File: src/rtl/stp_pkg.sv
package stp_pkg;

    typedef logic [3:0] coil_t;

    localparam coil_t COIL_RESET = 4'b0011;

    function automatic coil_t coil_rotate(input coil_t c, input logic left);
        coil_rotate = left ? {c[2:0], c[3]} : {c[0], c[3:1]};
    endfunction

endpackage

File: src/rtl/stp_sync.sv
module stp_sync #(
    parameter int W      = 3,
    parameter int STAGES = 2
) (
    input  logic         clk,
    input  logic         rst,
    input  logic [W-1:0] async_i,
    output logic [W-1:0] sync_o
);

    typedef struct packed {
        logic [STAGES-1:0][W-1:0] stage;
    } sync_st_t;

    sync_st_t st_d, st_q;

    always_comb begin
        st_d = st_q;
        st_d.stage[0] = async_i;
        for (int i = 1; i < STAGES; i++) begin
            st_d.stage[i] = st_q.stage[i-1];
        end
    end

    always_ff @(posedge clk) begin
        if (rst) begin
            st_q <= '0;
        end else begin
            st_q <= st_d;
        end
    end

    assign sync_o = st_q.stage[STAGES-1];

endmodule

File: src/rtl/stp_interval.sv
module stp_interval #(
    parameter int SLOW_TICKS = 400000,
    parameter int FAST_TICKS = 100000,
    localparam int CNT_W     = (SLOW_TICKS > 1) ? $clog2(SLOW_TICKS) : 1
) (
    input  logic             clk,
    input  logic             rst,
    input  logic             run_i,
    input  logic             fast_i,
    output logic             tick_o,
    output logic [CNT_W-1:0] cnt_o
);

    localparam logic [CNT_W-1:0] SLOW_LAST = CNT_W'(SLOW_TICKS - 1);
    localparam logic [CNT_W-1:0] FAST_LAST = CNT_W'(FAST_TICKS - 1);

    typedef struct packed {
        logic [CNT_W-1:0] cnt;
        logic             fast_prev;
    } ivl_st_t;

    ivl_st_t          st_d, st_q;
    logic [CNT_W-1:0] last_val;
    logic             rate_chg;
    logic             tick;

    always_comb begin
        st_d      = st_q;
        last_val  = fast_i ? FAST_LAST : SLOW_LAST;
        rate_chg  = (fast_i != st_q.fast_prev);
        tick      = run_i && !rate_chg && (st_q.cnt == last_val);
        st_d.fast_prev = fast_i;
        if (!run_i || rate_chg || tick) begin
            st_d.cnt = '0;
        end else begin
            st_d.cnt = st_q.cnt + 1'b1;
        end
    end

    always_ff @(posedge clk) begin
        if (rst) begin
            st_q <= '0;
        end else begin
            st_q <= st_d;
        end
    end

    assign tick_o = tick;
    assign cnt_o  = st_q.cnt;

endmodule

File: src/rtl/stp_coil_seq.sv
module stp_coil_seq
    import stp_pkg::*;
#(
    parameter int POS_W = 8
) (
    input  logic             clk,
    input  logic             rst,
    input  logic             tick_i,
    input  logic             left_i,
    output coil_t            coil_o,
    output logic [POS_W-1:0] pos_o
);

    typedef struct packed {
        coil_t            coil;
        logic [POS_W-1:0] pos;
    } seq_st_t;

    seq_st_t st_d, st_q;

    always_comb begin
        st_d = st_q;
        if (tick_i) begin
            st_d.coil = coil_rotate(st_q.coil, left_i);
            if (left_i) begin
                st_d.pos = st_q.pos + 1'b1;
            end else begin
                st_d.pos = st_q.pos - 1'b1;
            end
        end
    end

    always_ff @(posedge clk) begin
        if (rst) begin
            st_q.coil <= COIL_RESET;
            st_q.pos  <= '0;
        end else begin
            st_q <= st_d;
        end
    end

    assign coil_o = st_q.coil;
    assign pos_o  = st_q.pos;

endmodule

File: src/rtl/stp_sequencer.sv
module stp_sequencer
    import stp_pkg::*;
#(
    parameter int SLOW_TICKS  = 400000,
    parameter int FAST_TICKS  = 100000,
    parameter int POS_W       = 8,
    parameter int SYNC_STAGES = 2,
    localparam int CNT_W      = (SLOW_TICKS > 1) ? $clog2(SLOW_TICKS) : 1
) (
    input  logic             clk,
    input  logic             rst,
    input  logic             enable_sw,
    input  logic             dir_sw,
    input  logic             speed_sw,
    output logic             phase_a,
    output logic             phase_b,
    output logic             phase_c,
    output logic             phase_d,
    output logic [POS_W-1:0] position
);

    logic [2:0]       sw_sync;
    logic             en_s;
    logic             dir_s;
    logic             spd_s;
    logic             tick;
    logic [CNT_W-1:0] cnt;
    coil_t            coil;

    stp_sync #(
        .W      (3),
        .STAGES (SYNC_STAGES)
    ) u_sync (
        .clk     (clk),
        .rst     (rst),
        .async_i ({speed_sw, dir_sw, enable_sw}),
        .sync_o  (sw_sync)
    );

    assign en_s  = sw_sync[0];
    assign dir_s = sw_sync[1];
    assign spd_s = sw_sync[2];

    stp_interval #(
        .SLOW_TICKS (SLOW_TICKS),
        .FAST_TICKS (FAST_TICKS)
    ) u_interval (
        .clk    (clk),
        .rst    (rst),
        .run_i  (en_s),
        .fast_i (spd_s),
        .tick_o (tick),
        .cnt_o  (cnt)
    );

    stp_coil_seq #(
        .POS_W (POS_W)
    ) u_coil (
        .clk    (clk),
        .rst    (rst),
        .tick_i (tick),
        .left_i (dir_s),
        .coil_o (coil),
        .pos_o  (position)
    );

    assign phase_a = coil[0];
    assign phase_b = coil[1];
    assign phase_c = coil[2];
    assign phase_d = coil[3];

endmodule

File: config.mk
export PLATFORM = sky130hd
export DESIGN_NAME = stp_sequencer
export DESIGN_NICKNAME = d
export VERILOG_FILES = /design/src/rtl/stp_pkg.sv /design/src/rtl/stp_sync.sv /design/src/rtl/stp_interval.sv /design/src/rtl/stp_coil_seq.sv /design/src/rtl/stp_sequencer.sv
export SDC_FILE = /design/constraint.sdc
export NUM_CORES = 1
export LEC_CHECK = 0
export ABC_CLOCK_PERIOD_IN_PS = 4600
export BUFFER_PORTS_ARGS = -buffer_cell sky130_fd_sc_hd__buf_2
export CAP_MARGIN = 20
export CORE_MARGIN = 2
export CORE_UTILIZATION = 23
export DETAILED_ROUTE_END_ITERATION = 16
export HOLD_SLACK_MARGIN = 0.12
export PLACE_DENSITY = 0.38
export SYNTH_ARGS = -nofsm -noshare
export SYNTH_HDL_FRONTEND = slang
export SYNTH_SLANG_ARGS = --single-unit
File: constraint.sdc
create_clock -name clk -period 4.6 [get_ports clk]
set_input_delay 1.15 -clock clk [delete_from_list [all_inputs] [get_ports clk]]
set_output_delay 1.15 -clock clk [all_outputs]
set_load 0.1 [all_outputs]
==> flow_metrics.py <==
metrics = {
    "run_status": {
        "status": "finished, final reports clean",
    },
    "timing": {
        "hold_viol": 0,
        "fin_crit_ns": 2.629,
        "fin_skew_ns": 0.007814,
        "rsz0062_at_grt": "false",
        "fmaxAchievable_mhz": 380.4,
        "whs_ns": 0.4389,
        "setup_tns_ns": 0,
        "drv_slew": 0,
        "finalCritPeriodShare_pct": 57.15,
        "setup_viol": 0,
        "slew-limit-headroom_pct": 30.59,
        "worst_pin_slew_ns": 1.033,
    },
    "routing": {
        "final_antenna_net_count": 0,
        "drc": 0,
        "drt-pass1-iter-count": 4,
        "postRouteWirelength_um": 3681,
        "vias": 1411,
        "drt_iter0_drc": 73,
        "wire_per_inst_um": 11.36,
        "viasPerCell": 4.355,
    },
    "yosys": {
        "async_flop_share_pct": 0,
        "synthFlopType": "dfxtp_1",
        "synthTopCellsByArea": "dfxtp_1 (40%), nor2_1 (6.9%), xnor2_1 (6.0%), ha_1 (4.6%), xor2_1 (4.6%)",
        "ys_seq_area_share_pct": 39.84,
        "synth_warnings": 0,
        "yosysUniqueCellTypes": 38,
        "synth-seq-cells": 38,
        "syn-num-nets": 213,
        "synthTopCellsByCount": "dfxtp_1 (38), nor2_1 (35), xnor2_1 (13)",
        "syn_area_per_cell_um2": 9.547,
        "synth_edf_count": 0,
        "synth_most_common_cell": "dfxtp_1",
        "synth_top_area_share_pct": 39.84,
        "postSynthCellCount": 200,
        "synth_area_um2": 1909,
        "yosysTopAreaCell": "dfxtp_1",
    },
    "power_and_ir_drop": {
        "power.internal_uw": 461.2,
        "switching_share_pct": 22.70,
        "vdd_drop_max_uv": 129.3,
        "pwr-share-clk_pct": 40.6,
        "power_density_nw_per_um2": 272.2,
        "p_sw_uw": 135.4,
        "power_uw": 596.7,
        "seqPwrFrac_pct": 56.0,
        "combPwrFrac_pct": 3.5,
        "p_leak_nw": 0.7884,
    },
    "worst_setup_path": {
        "reg2reg_to": "u_coil.pos_o[7]$_SDFFE_PP0P_",
        "endpoint": "u_coil.pos_o[7]$_SDFFE_PP0P_",
        "rrSetupSlack_ns": 1.97,
        "end_kind": "register",
        "crit_type": "reg2reg",
        "critPathRequiredTime_ns": 4.78,
        "critPathMaxFanout": 15,
        "r2r-start": "u_interval.cnt_o[0]$_SDFF_PP0_",
        "cp_data_arrival_time_ns": 2.81,
        "cp-startpoint": "u_interval.cnt_o[0]$_SDFF_PP0_",
        "startpoint_type": "register",
        "reg2regPathDepth": 6,
    },
    "floorplan": {
        "die_w_um": 95.11,
        "rows": 33,
        "pin_count": 17,
        "initial_core_util_pct": 23.47,
        "fp.coreArea_um2": 8134,
        "die_y_um": 95.11,
        "die_area_um2": 9046,
    },
    "placed_design": {
        "hpwlAfterDp_um": 2577,
        "port_buffers": 16,
        "place_congestion": 0.6830,
    },
    "worst_hold_path": {
        "hp-start": "u_sync.st_d[4]$_SDFF_PP0_",
        "hold_class": "reg2reg",
    },
    "clock_tree": {
        "holdBufCountCts": 0,
        "clk_path_buf_depth": 2,
        "cts_tree": "yes",
        "clk-insertion-delay-late_ns": 0.29,
        "cts-root-buf": "clkbuf_8",
        "cts_setup_buffers": 0,
        "numCtsBuffers": 5,
        "clk_pin_slew_ns": 0.08,
        "htreeDepth": 2,
        "cts_sinks": 38,
        "ctsResizeCount": 0,
    },
    "finish": {
        "n_fill_cell": 867,
        "drive_gt1_share_pct": 16.89,
        "finalNetCount": 231,
        "n_antenna_cell": 0,
        "final_util_pct": 26.95,
        "multi_input_area_um2": 1099,
        "seqCellArea_um2": 760.7,
        "areaGrowthSynthToFinish_pct": 14.81,
    },
    "global_route": {
        "grt_remaining_overflow": 0,
        "grt_max_degree": 22,
        "antenna_found_initial": 0,
        "grt_pass1_wl_um": 6341,
        "track_usage_pct": 9.013,
        "first_global_vias": 1339,
    },
    "flow_run": {
        "drv_cap": 0,
    },
}
metrics by stage:
stage	cells	setup WS (ns)	instance area, µm²
after global routing	324	1.788	2192
after detailed placement	315	1.938	2086
after global placement	315	1.992	2086
final	324	1.971	2192
after CTS	323	1.929	2181
after floorplan	200	2.106	1909
kinds of logic after synthesis:
family,share of synthesized area [%]
buffers and inverters,2.621
AND/OR/NAND/NOR,25.30
flip-flops,39.84
multiplexers,7.143
adder cells (fa/ha/maj),5.635
AO/OA/AOI/OAI,8.912
XOR/XNOR,10.55
cell usage in the layout (no fill, tap or decap):
cell,instances
mux2_1,1
nand2b_1,2
o41ai_1,2
a21oi_1,6
and4bb_2,4
o211ai_1,3
nand4_1,2
and4_1,3
xor2_1,10
mux2i_1,8
clkinvlp_4,1
and3_1,6
nor2b_1,11
nand2_1,6
o41ai_4,1
clkbuf_8,6
a211o_1,2
inv_1,4
a211oi_1,2
fa_1,1
nor4bb_1,1
nor4_4,1
a21o_1,2
o21ai_0,4
ha_1,7
buf_6,1
nor2_1,35
buf_2,16
clkinv_2,1
mux2_2,4
o21ai_1,1
nand3_1,6
nor3b_1,3
nand2_2,1
dfxtp_1,38
nor3_1,2
xnor2_1,13
and2_0,1
nor4b_2,1
worst max-delay path, stage by stage (launching register included):
cell     delay [ns]
dfxtp_1        0.39
ha_1           0.23
and4_1         0.33
nand2_2        0.13
nor4_4         0.92
o21ai_1        0.17
mux2_1         0.35
sequential cells by signal (all words and copies together), names as in the netlist:
name and cells:
u_interval.cnt_o 19, u_coil.pos_o 8, u_coil.coil_o 4, u_sync.st_d 3, u_sync.sync_o 3, u_interval.st_q 1
worst min-delay path by stage:
stage | endpoint | slack, ns | cells past startpoint
2_1_floorplan | u_sync.sync_o[0]$_SDFF_PP0_ | 0.41 | 1
3_3_place_gp | u_sync.sync_o[0]$_SDFF_PP0_ | 0.44 | 1
3_5_place_dp | u_sync.sync_o[1]$_SDFF_PP0_ | 0.42 | 1
4_1_cts | u_sync.sync_o[1]$_SDFF_PP0_ | 0.44 | 1
5_1_grt | u_sync.sync_o[1]$_SDFF_PP0_ | 0.47 | 1
6_report | u_sync.sync_o[1]$_SDFF_PP0_ | 0.44 | 1
metal layers:
| metal | vias up | global-route usage [%] | share of wire, % |
|---|---|---|---|
| met3 | 2 | 2.609 | 3.8 |
| met5 | - | 0 | 0 |
| met1 | 657 | 11.88 | 50 |
| met2 | 22 | 13.62 | 45 |
| met4 | 0 | 3.986 | 0.81 |
| li1 | 730 | - | - |
power by group through the flow:
stage,logic [mW],clock network (mW),registers [mW]
floorplan,0.0172,0,0.340
global placement,0.0212,0,0.342
detailed placement,0.0207,0,0.342
CTS,0.0208,0.255,0.334
global route,0.0236,0.268,0.334
finish,0.0207,0.242,0.334
cell type report:
type | instances | share of cell area, %
multi-input cells | 152 | 50.11
flip-flops and latches | 38 | 34.70
well taps | 105 | 5.993
repair buffers | 17 | 4.167
clock buffers | 6 | 3.767
inverters | 4 | 0.6849
clock inverters | 2 | 0.5708
Note: power is estimated with default switching activity, not from simulation.
